## src/rtl/usb_bd_pkg.sv

```systemverilog
`timescale 1ns/1ps
package usb_bd_pkg;
  typedef enum logic [2:0] {
    ST_IDLE, ST_RD1, ST_RD2, ST_WT, ST_RX, ST_LAST, ST_WB
  } bd_state_e;

  localparam logic [1:0] FLD_TXA = 2'd0;
  localparam logic [1:0] FLD_TXC = 2'd1;
  localparam logic [1:0] FLD_RXA = 2'd2;
  localparam logic [1:0] FLD_RXC = 2'd3;
endpackage

```

## src/rtl/bd_addr_gen.sv

```systemverilog
`timescale 1ns/1ps
module bd_addr_gen #(
  parameter int unsigned EP_W = 3,
  parameter int unsigned AW   = 16
) (
  input  logic [AW-1:0]   base_i,
  input  logic [EP_W-1:0] ep_i,
  input  logic [1:0]      fld_i,
  input  logic            pad_i,
  output logic [AW-1:0]   addr_o
);
  logic [AW-1:0] base_al;
  logic [AW-1:0] ep_ext, fld_ext;

  assign base_al = base_i & ~AW'(7);
  assign ep_ext  = AW'(ep_i);
  assign fld_ext = AW'(fld_i);

  always_comb begin
    if (pad_i) addr_o = base_al + (ep_ext << 4) + (fld_ext << 2);
    else       addr_o = base_al + (ep_ext << 3) + (fld_ext << 1);
  end
endmodule

```

## src/rtl/bd_cap_decode.sv

```systemverilog
`timescale 1ns/1ps
module bd_cap_decode #(
  parameter int unsigned CW = 10
) (
  input  logic          big_i,
  input  logic [4:0]    num_i,
  output logic [CW-1:0] cap_o
);
  localparam int unsigned CAP_MAX = (1 << CW) - 1;
  logic [11:0] big;

  assign big = {2'b00, num_i, 5'b00000} + 12'd32;

  always_comb begin
    if (big_i) begin
      if (big > 12'(CAP_MAX)) cap_o = CW'(CAP_MAX);
      else                    cap_o = CW'(big);
    end else begin
      cap_o = CW'({num_i, 1'b0});
    end
  end
endmodule

```

## src/rtl/bd_byte_map.sv

```systemverilog
`timescale 1ns/1ps
module bd_byte_map #(
  parameter int unsigned AW = 16
) (
  input  logic          pad_i,
  input  logic [AW-1:0] byte_addr_i,
  output logic [AW-1:0] mem_addr_o,
  output logic [1:0]    be_o
);
  always_comb begin
    if (pad_i) mem_addr_o = {byte_addr_i[AW-2:1], 2'b00};
    else       mem_addr_o = {byte_addr_i[AW-1:1], 1'b0};
    be_o = byte_addr_i[0] ? 2'b10 : 2'b01;
  end
endmodule

```

## src/rtl/usb_bd_engine.sv

```systemverilog
`timescale 1ns/1ps
module usb_bd_engine
  import usb_bd_pkg::*;
#(
  parameter int unsigned EP_W = 3,
  parameter int unsigned AW   = 16,
  parameter int unsigned CW   = 10
) (
  input  logic            clk_i,
  input  logic            rst_ni,
  input  logic [AW-1:0]   tbl_base_i,
  input  logic            pad_mode_i,
  input  logic            req_valid_i,
  input  logic [EP_W-1:0] req_ep_i,
  input  logic            req_in_i,
  output logic            req_ready_o,
  input  logic            rx_valid_i,
  input  logic [7:0]      rx_data_i,
  input  logic            rx_last_i,
  output logic            mem_req_o,
  output logic            mem_we_o,
  output logic [AW-1:0]   mem_addr_o,
  output logic [1:0]      mem_be_o,
  output logic [15:0]     mem_wdata_o,
  input  logic [15:0]     mem_rdata_i,
  output logic            done_o,
  output logic            ack_o,
  output logic            ovf_err_o,
  output logic            align_err_o,
  output logic [AW-1:0]   tx_addr_o,
  output logic [CW-1:0]   tx_cnt_o
);
  bd_state_e       state_q;
  logic [EP_W-1:0] ep_q;
  logic            in_q, pad_q;
  logic [AW-1:0]   base_q, buf_q;
  logic [15:0]     rxd_q;
  logic [CW-1:0]   cnt_q;
  logic            ovf_q, aln_q, ack_q, done_q;
  logic [AW-1:0]   txa_q;
  logic [CW-1:0]   txc_q;
  logic            wr_q;
  logic [AW-1:0]   wa_q;
  logic [1:0]      wbe_q;
  logic [15:0]     wd_q;

  logic [1:0]      fld;
  logic [AW-1:0]   fld_addr, byte_addr, byte_mem_addr;
  logic [1:0]      byte_be;
  logic [CW-1:0]   cap;
  logic            rd;

  always_comb begin
    if (state_q == ST_RD1) fld = in_q ? FLD_TXA : FLD_RXA;
    else                   fld = in_q ? FLD_TXC : FLD_RXC;
  end

  assign byte_addr = buf_q + AW'(cnt_q);

  bd_addr_gen #(.EP_W(EP_W), .AW(AW)) u_agen (
    .base_i (base_q),
    .ep_i   (ep_q),
    .fld_i  (fld),
    .pad_i  (pad_q),
    .addr_o (fld_addr)
  );

  bd_cap_decode #(.CW(CW)) u_cap (
    .big_i (rxd_q[15]),
    .num_i (rxd_q[14:10]),
    .cap_o (cap)
  );

  bd_byte_map #(.AW(AW)) u_bmap (
    .pad_i       (pad_q),
    .byte_addr_i (byte_addr),
    .mem_addr_o  (byte_mem_addr),
    .be_o        (byte_be)
  );

  assign rd          = (state_q == ST_RD1) || (state_q == ST_RD2);
  assign mem_req_o   = rd | wr_q;
  assign mem_we_o    = wr_q;
  assign mem_addr_o  = wr_q ? wa_q : fld_addr;
  assign mem_be_o    = wr_q ? wbe_q : 2'b11;
  assign mem_wdata_o = wd_q;

  assign req_ready_o = (state_q == ST_IDLE);
  assign done_o      = done_q;
  assign ack_o       = ack_q;
  assign ovf_err_o   = ovf_q;
  assign align_err_o = aln_q;
  assign tx_addr_o   = txa_q;
  assign tx_cnt_o    = txc_q;

  always_ff @(posedge clk_i or negedge rst_ni) begin
    if (!rst_ni) begin
      state_q <= ST_IDLE;
      ep_q    <= '0;
      in_q    <= 1'b0;
      pad_q   <= 1'b0;
      base_q  <= '0;
      buf_q   <= '0;
      rxd_q   <= '0;
      cnt_q   <= '0;
      ovf_q   <= 1'b0;
      aln_q   <= 1'b0;
      ack_q   <= 1'b0;
      done_q  <= 1'b0;
      txa_q   <= '0;
      txc_q   <= '0;
      wr_q    <= 1'b0;
      wa_q    <= '0;
      wbe_q   <= '0;
      wd_q    <= '0;
    end else begin
      wr_q   <= 1'b0;
      done_q <= 1'b0;
      case (state_q)
        ST_IDLE: if (req_valid_i) begin
          ep_q    <= req_ep_i;
          in_q    <= req_in_i;
          pad_q   <= pad_mode_i;
          base_q  <= tbl_base_i;
          cnt_q   <= '0;
          ovf_q   <= 1'b0;
          aln_q   <= 1'b0;
          ack_q   <= 1'b0;
          state_q <= ST_RD1;
        end
        ST_RD1: state_q <= ST_RD2;
        ST_RD2: begin
          buf_q   <= AW'(mem_rdata_i);
          state_q <= ST_WT;
        end
        ST_WT: begin
          aln_q <= pad_q & buf_q[0];
          if (in_q) begin
            txa_q   <= buf_q;
            txc_q   <= mem_rdata_i[CW-1:0];
            ack_q   <= ~(pad_q & buf_q[0]);
            done_q  <= 1'b1;
            state_q <= ST_IDLE;
          end else begin
            rxd_q   <= mem_rdata_i;
            state_q <= ST_RX;
          end
        end
        ST_RX: begin
          if (rx_valid_i && !aln_q) begin
            if (cnt_q < cap) begin
              wr_q  <= 1'b1;
              wa_q  <= byte_mem_addr;
              wbe_q <= byte_be;
              wd_q  <= {rx_data_i, rx_data_i};
              cnt_q <= cnt_q + CW'(1);
            end else begin
              ovf_q <= 1'b1;
            end
          end
          if (rx_last_i) state_q <= ST_LAST;
        end
        ST_LAST: begin
          // pending data write is on the port this cycle
          if (!ovf_q && !aln_q) begin
            wr_q    <= 1'b1;
            wa_q    <= fld_addr;
            wbe_q   <= 2'b11;
            wd_q    <= {rxd_q[15:CW], cnt_q};
            state_q <= ST_WB;
          end else begin
            done_q  <= 1'b1;
            state_q <= ST_IDLE;
          end
        end
        ST_WB: begin
          done_q  <= 1'b1;
          ack_q   <= 1'b1;
          state_q <= ST_IDLE;
        end
        default: state_q <= ST_IDLE;
      endcase
    end
  end
endmodule

```

## config.mk

```make
export PLATFORM = sky130hd
export DESIGN_NAME = usb_bd_engine
export DESIGN_NICKNAME = d
export VERILOG_FILES = /design/src/rtl/usb_bd_pkg.sv /design/src/rtl/bd_addr_gen.sv /design/src/rtl/bd_cap_decode.sv /design/src/rtl/bd_byte_map.sv /design/src/rtl/usb_bd_engine.sv
export SDC_FILE = /design/constraint.sdc
export NUM_CORES = 1
export LEC_CHECK = 0
export BUFFER_PORTS_ARGS = -buffer_cell sky130_fd_sc_hd__buf_2
export CAP_MARGIN = 20
export CORE_UTILIZATION = 33
export DETAILED_ROUTE_END_ITERATION = 8
export PLACE_DENSITY_LB_ADDON = 0.12
export SLEW_MARGIN = 5
export SYNTH_ARGS = -nofsm -noshare
export SYNTH_HDL_FRONTEND = slang
export SYNTH_SLANG_ARGS = --single-unit
export TNS_END_PERCENT = 50
```

## constraint.sdc

```tcl
create_clock -name clk_i -period 3.23 [get_ports clk_i]
set_input_delay 0.323 -clock clk_i [delete_from_list [all_inputs] [get_ports clk_i]]
set_output_delay 0.323 -clock clk_i [all_outputs]
set_load 0.05 [all_outputs]
```

**Word-level counts from Yosys, hierarchy flattened**

Cells that the tools add are included.

- Magnitude comparators: 2
- Reduce and logical (&&, ||, !) cells: 19
- Eq/ne operators: 13
- Bitwise operators: 4
- Mux-type cells: 45
- Add/subtract/negate cells: 7

Operators with widths:

| cell | count |
|---|---|
| 16-bit two-way mux | 9 |
| 16-bit case mux with 2 select lines | 2 |
| 10-bit two-way mux | 5 |
| 10-bit case mux with 2 select lines | 1 |
| 3-bit case mux with 6 select lines | 1 |
| 16-bit by 10-bit adder with 16-bit output | 1 |
| 16-bit by 3-bit adder with 16-bit output | 1 |
| 16-bit by 4-bit adder with 16-bit output | 1 |
| 16-bit by 6-bit adder with 16-bit output | 1 |
| 16-bit by 7-bit adder with 16-bit output | 1 |
| 2-bit two-way mux | 8 |
| 2-bit inequality test (second input constant) | 7 |
| 12-bit by 10-bit greater-than comparator with 1-bit output (second input constant) | 1 |
| 3-bit two-way mux | 4 |
| 4-bit AND reduction | 3 |
| 10-bit by 6-bit adder with 11-bit output (second input constant) | 1 |
| 10-bit by 1-bit adder with 10-bit output (second input constant) | 1 |
| 10-bit < comparator | 1 |
| 2-bit AND reduction | 5 |
| 3-bit == test (second input constant) | 3 |
| 1-bit two-way mux | 9 |
| 3-bit by 2-bit == test with 1-bit output (second input constant) | 2 |
| 1-bit case mux with 2 select lines | 3 |
| 1-bit case mux with 3 select lines | 2 |
| other kinds (12) | 17 |

- Input port bits: 50
- Flip-flop bits (word level): 131
- Output and inout port bits: 67
- Logic and storage cells: 108

**Depth between registers and ports, before layout**

Gate-level depths: netlist of the first run.

- Depth after elaboration: 8
- Gate-level depth with buffers: 19
- Depth with buffers taken out: 14

**Hierarchy**

From an unflattened synthesis of the first run, not the netlist that was laid out.

- Cell total of the unflattened synthesis: 660
- Area total of the unflattened synthesis: 7216.9 um^2

By module, submodules not included:

| module | seq. area each (um^2) | cells an instance | area an instance (um^2) | instances |
|---|---|---|---|---|
| usb_bd_engine | 3027.9 | 547 | 6273.5 | 1 |
| bd_addr_gen | 0.0 | 69 | 520.5 | 1 |
| bd_byte_map | 0.0 | 21 | 254.0 | 1 |
| bd_cap_decode | 0.0 | 23 | 168.9 | 1 |

**Worst setup path after synthesis of the first run**

Ideal clock, no wire load.

- Path kind: register to output
- From: register in_q
- To: output port mem_addr_o[7]
- Required time: 2.907 ns
- Arrival: 2.848 ns
- Buffers on the path: 1
- Slack: 0.059 ns
- Cell stages (with the launch flop): 11
- Cell sequence: dfrtp_1 > clkbuf_1 > inv_1 > ha_1 > inv_1 > fa_1 > nand2b_1 > a21oi_1 > nor2_1 > xor2_1 > o21ai_0

- Cells in the longest elaborated chain, start to end: 5
- Elaborated cells on any way between the ends: 7
- Classes of those cells: 2 x add/sub; 5 x mux

RTL lines:

| what | line | text |
|---|---|---|
| from (decl) | usb_bd_engine.sv:35 | `logic in_q, pad_q;` |
| from (signal assigned) | usb_bd_engine.sv:122 | `in_q <= req_in_i;` |
| 2-bit two-way mux, on equally long branches | usb_bd_engine.sv:55, usb_bd_engine.sv:54 |  |
| 2-bit two-way mux (*) | usb_bd_engine.sv:54 | `if (state_q == ST_RD1) fld = in_q ? FLD_TXA : FLD_RXA;` |
| 16-bit by 3-bit adder with 16-bit output or 16-bit by 4-bit adder with 16-bit output (tied branches) | bd_addr_gen.sv:21, bd_addr_gen.sv:20 |  |
| 16-bit two-way mux (*) | bd_addr_gen.sv:20 | `if (pad_i) addr_o = base_al + (ep_ext << 4) + (fld_ext << 2);` |
| 16-bit two-way mux (*) | usb_bd_engine.sv:84 | `assign mem_addr_o = wr_q ? wa_q : fld_addr;` |
| to (decl) | usb_bd_engine.sv:22 | `output logic [AW-1:0] mem_addr_o,` |

Mark *: on every way between the ends. The rest lies on a longest branch, timed or not.

**Worst setup path in the final report of the first run**

- From: register in_q
- To: output port mem_addr_o[15]

The elaborated chain is that of the path after synthesis.

==> flow_summary.yaml, run 1 <==
clock_tree:
  cts_buffers: 17
  cts_root_buf: "clkbuf_16"
  clk_latency_ns: 0.42
  cts_tree: "yes"
  htree_levels: 4
  max-clock-path-buffers: 2
  clock-sinks: 117
  cts_hold_buffers: 0
  cts.reportedPaths.clkPinSlew_ns: 0.06
routing:
  viasPerCell: 5.001
  ant_nets: 0
  vias: 5326
  dr.pass1.iters: 5
  drt-initial-drc-count: 351
  drcViolationCount: 0
  post_drt_wl_per_cell_um: 16.70
  wl_mm: 17.79
setup_path:
  crit_path_start_kind: "flop"
  crit_start: "in_q"
  r2r_start: "rxd_q[14]"
  crit_path_max_fanout: 3
  cp.arrival_ns: 2.80
  crit_path_end_kind: "primary output"
  required_ns: 2.91
  critPathKind: "flop to primary output"
sta:
  skew_ns: 0.01174
  hold_violations: 11
  finalSetupViolations: 0
  hold_ws_ns: -0.02643
  slew_viol_final: 0
  fin_crit_ns: 3.120
  slew_headroom_pct: 40.52
  tightest_slew_ns: 0.8901
  rsz0062_at_grt: "yes"
  fmax_mhz: 320.5
  finalCritPeriodShare_pct: 96.59
cells_and_area:
  utilization_pct: 42.06
  layout-drive-gt1-share_pct: 35.63
  antenna_cells_inserted: 0
  nNetsFinal: 868
  fillers: 1930
  finish.instance_area_um2: 8240
  synthToLayoutAreaGrowth_pct: 24.08
logic_synthesis:
  ys_types: 62
  synth_edf_count: 0
  synthCells: 665
  yosysTopAreaCellShare_pct: 44.08
  netlist_area_um2: 6641
  synth_top_cell_by_area: "dfrtp_1"
  syn_area_per_cell_um2: 9.987
  synth-seq-cells: 117
  ys_seq_area_share_pct: 44.08
  synth_area_leaders: "dfrtp_1 (44%), mux2_2 (11%), ha_1 (5.3%)"
  ys_warn_count: 0
  ys.flop_type: "dfrtp_1"
  async_flop_share_pct: 100.0
  syn-num-nets: 746
power:
  vdd_drop_max_uv: 576.3
  power_density_nw_per_um2: 1252
  p_leak_nw: 3.773
  p_total_mw: 10.31
outcome:
  status: "complete, but fails checks"
  failed_checks: "hold timing"
global_routing:
  grt_pass1_wl_mm: 28.29
  antenna_found_initial: 0
  grt.overflow.total: 0
  grt_max_degree: 118
  grt_pass1_vias: 5331
  groute.usage.overall_pct: 18.15
place:
  dp_hpwl_mm: 12.88
  globalplace.congestion: 0.8814
  portBuffers: 112
  dpl_cell_area_um2: 7542
floorplanning:
  die_area_um2: 20700
  die_w_um: 143.9
  core_area_um2: 19590
  start_util_pct: 33.90
  rows: 51
  ios: 117
  die_h_um: 143.9
hold_path:
  hold_path_class: "primary input to asynchronous set/reset pin"
run:
  cap_violations: 0
==> metal layers <==
| metal | vias up | part of all wire [%] | global-route usage [%] |
|---|---|---|---|
| met5 | - | 0 | 0 |
| met4 | 0 | 1.5 | 6.887 |
| met3 | 17 | 4.6 | 4.499 |
| met2 | 144 | 46 | 28.20 |
| met1 | 2580 | 48 | 24.21 |
| li1 | 2585 | - | - |
==> cells by family after synthesis <==
| group | synth area share [%] |
|---|---|
| flops | 44.08 |
| xor+xnor | 3.824 |
| simple gates | 14.04 |
| mux | 11.62 |
| compound gates | 15.98 |
| fa+ha+maj | 6.179 |
| buf+inv | 4.220 |
| other cells | 0.05646 |
==> cell type report <==
cell class	instances	area, um2	area share (%)
Multi-Input combinational cell	496	3495	42.41
Sequential cell	117	2930	35.56
Timing Repair Buffer	139	802.0	9.733
Clock buffer	20	466.7	5.664
Tap cell	265	331.6	4.024
Clock inverter	12	152.6	1.852
Inverter	16	62.56	0.7592
==> report_power, final <==
group	switching [mW]	internal (mW)	leakage, nW
clock network	0.711	1.27	0.294
registers	0.637	2.14	1.42
logic	3.67	1.88	2.06
==> what timing repair did <==
action                     CTS  global route
hold endpoints to repair     0             0
resized for setup           10            12
gates cloned                 0             0
pin swaps                    1             3
buffers inserted             1             0
setup endpoints to repair    3            36
==> worst paths after layout <==
kind	depth (start not counted)	to	slack, ns
max reg2reg	12	wa_q[5]	0.21
min in group clk_i	3	base_q[5]	0.10
max in group asynchronous	2	rxd_q[11]	2.67
max	11	mem_addr_o[15]	0.11
min	2	ep_q[0]	-0.03
min reg2reg	1	wa_q[10]	0.49
==> flip-flops by register name, indices dropped and copies added, names as in the netlist, 6 cells and up <==
name	cells
cnt_q	10
tx_addr_o	16
rxd_q	6
buf_q	16
mem_wdata_o	16
base_q	13
wa_q	15
tx_cnt_o	10
==> synthesized netlist by cell type (all sizes together), types with 7 or more instances <==
library cell  number
nand2             85
o211ai             7
a21o               8
mux2              63
o21ai             34
xor2              13
a211oi             8
and2              14
nor2              57
dfrtp            117
ha                28
a31oi              7
inv               15
clkbuf            25
xnor2             16
buf               11
nand3             16
a21oi             67
==> cell usage in the layout (no fill, tap or decap), drive strengths merged, types with 3 or more instances in the layout <==
cell type	synthesis	routed
fa	3	3
o21ai	34	34
nand3	16	16
dfrtp	117	117
nand2b	5	5
o2bb2ai	3	3
o21a	3	3
xnor2	16	16
bufinv	0	3
nor2	57	57
o31ai	3	3
clkbuf	25	22
inv	15	16
nor3	4	4
nor2b	5	5
a211oi	8	8
a21oi	67	67
clkinvlp	0	4
a21o	8	8
clkinv	1	5
nand2	85	85
o211ai	7	7
o22ai	3	3
a31oi	7	7
ha	28	28
mux2	63	63
and2	14	14
mux2i	4	4
a31o	3	3
xor2	13	13
and3	5	5
buf	11	137
nand4	5	5
==> through the flow <==
step	cells	setup TNS, ns	setup WS [ns]	hold WS (ns)
2_1_floorplan	665	0	0.05941	0.02741
3_3_place_gp	1032	0	0.1474	0.4721
3_5_place_dp	1032	0	0.1218	0.4743
4_1_cts	1065	0	0.01144	0.03407
5_1_grt	1065	-0.02728	-0.02728	0.01491
6_report	1065	0	0.1101	-0.02643
==> worst max-delay path, cell delays in order (launching register included) <==
cell	delay [ns]
dfrtp_1	0.38
inv_2	0.06
ha_2	0.17
inv_1	0.05
fa_2	0.34
nand2b_4	0.16
a21oi_4	0.17
nor2_2	0.07
or3_4	0.37
xnor2_2	0.16
mux2_2	0.28
buf_6	0.15
(Power assumes the default switching activity.)
==> run 2: changes to the inputs <==
- CTS_CLUSTER_SIZE: unset -> 14
- PLACE_DENSITY_LB_ADDON: 0.12 -> 0.08
- TNS_END_PERCENT: 50 -> 10
==> flow_summary.yaml, run 2 (synthesis results as in run 1) <==
cells_and_area:
  synthToLayoutAreaGrowth_pct: 25.85
  fillers: 1931
  utilization_pct: 42.66
  finish.instance_area_um2: 8358
  final_cells: 1071
  nNetsFinal: 874
  seq_area_um2: 2930
  layout_commonest_cell: "dfrtp_1"
  antenna_cells_inserted: 0
  multi_input_area_um2: 3508
  mostFrequentLayoutCells: "dfrtp_1 (115), buf_2 (108), nand2_1 (85), mux2_2 (63), a21oi_1 (48)"
  layout-drive-gt1-share_pct: 36.23
sta:
  finalCritPeriodShare_pct: 97.48
  fmax_mhz: 317.6
  finalSetupViolations: 0
  hold_violations: 0
  rsz0062_at_grt: "yes"
  slew_headroom_pct: 41.15
  skew_ns: 0.01183
  fin_crit_ns: 3.149
  hold_ws_ns: 0.09861
  slew_viol_final: 0
  tightest_slew_ns: 0.8807
global_routing:
  grt_pass1_wl_mm: 28.87
  grt_max_degree: 68
  grt_pass1_vias: 5289
  grt.overflow.total: 0
  groute.usage.overall_pct: 18.59
  antenna_found_initial: 0
routing:
  dr.pass1.iters: 4
  wl_mm: 17.87
  drcViolationCount: 0
  post_drt_wl_per_cell_um: 16.68
  vias: 5284
  drt-initial-drc-count: 310
  viasPerCell: 4.934
  ant_nets: 0
clock_tree:
  clock-sinks: 117
  cts_root_buf: "clkbuf_16"
  htree_levels: 4
  cts_tree: "yes"
  cts_buffers: 17
  clk_latency_ns: 0.42
  cts.reportedPaths.clkPinSlew_ns: 0.06
  max-clock-path-buffers: 2
power:
  p_leak_nw: 3.815
  power_density_nw_per_um2: 1251
  vdd_drop_max_uv: 650.1
  p_total_mw: 10.45
hold_path:
  hp-start: "tbl_base_i[5]"
  hold_path_class: "primary input to flop"
setup_path:
  critPathKind: "flop to primary output"
  r2r_start: "rxd_q[12]"
  cp.arrival_ns: 2.83
  r2r_slack_ns: 0.22
  crit_path_max_fanout: 2
  crit_start: "in_q"
  crit_path_end_kind: "primary output"
  crit_path_start_kind: "flop"
  required_ns: 2.91
floorplanning:
  rows: 51
  die_h_um: 143.9
  start_util_pct: 33.90
  die_w_um: 143.9
  die_area_um2: 20700
  ios: 117
  core_area_um2: 19590
place:
  globalplace.congestion: 0.8606
  dp_cells: 1030
  dp_hpwl_mm: 12.94
  dpl_cell_area_um2: 7527
  portBuffers: 112
outcome:
  status: "finished, final reports clean"
run:
  cap_violations: 0
-- run 2: cell count changes in the layout (fill, tap and decap cells not counted), moves of 2 or more --
cell	previous run	this run
buf_4	26	28
clkinv_4	2	0
clkinvlp_4	4	6
buf_6	1	3
-- run 2: layout make-up --
cell class,instances,area share [%]
Inverter,16,0.8683
Sequential cell,117,35.06
Tap cell,265,3.967
Clock buffer,19,5.419
Multi-Input combinational cell,496,41.98
Timing Repair Buffer,145,10.55
Clock inverter,13,2.156
-- run 2: layer usage --
layer / up-vias / track usage (%) / wire length (um)
li1: 2603 / - / -
met1: 2559 / 25.43 / 8536
met2: 113 / 28.96 / 8344
met3: 9 / 4.732 / 824
met4: 0 / 4.983 / 162
met5: - / 0 / 0
-- run 2: path summary, 6_finish.rpt --
check                                 end  cells past startpoint
max reg2reg                       wa_q[5]                     12
min                             base_q[5]                      3
min reg2reg                       wa_q[8]                      1
max in group asynchronous       rxd_q[10]                      3
min in group asynchronous       base_q[6]                      2
max                        mem_addr_o[15]                     11
-- run 2: critical path: stages, from the launching register on --
cell and delay, ns:
dfrtp_1 0.39, inv_2 0.06, ha_2 0.16, inv_1 0.05, fa_2 0.35, nand2b_4 0.17
a21oi_4 0.17, nor2_1 0.08, or3_4 0.37, xnor2_2 0.16, mux2_2 0.29, buf_6 0.16
-- run 2: what timing repair did --
| action | in CTS | in global routing |
|---|---|---|
| gates resized for setup | 10 | 19 |
| hold endpoints to repair | 50 | 0 |
| buffers inserted | 4 | 3 |
| gates cloned | 0 | 1 |
| hold buffers | 1 | 0 |
| setup endpoints to repair | 3 | 41 |
| pin swaps | 2 | 2 |
-- run 2: report_power, final --
group          total (mW)  internal, mW  switching [mW]
Combinational        5.63          1.95            3.69
Clock                2.04          1.33           0.713
Sequential           2.78          2.14           0.644
-- run 2: metrics by stage --
stage / TNS [ns] / setup slack [ns]
after floorplan: 0 / 0.05941
after global placement: 0 / 0.08587
after detailed placement: 0 / 0.04485
after CTS: 0 / 0.007984
after global routing: -0.04468 / -0.02692
final: 0 / 0.08125
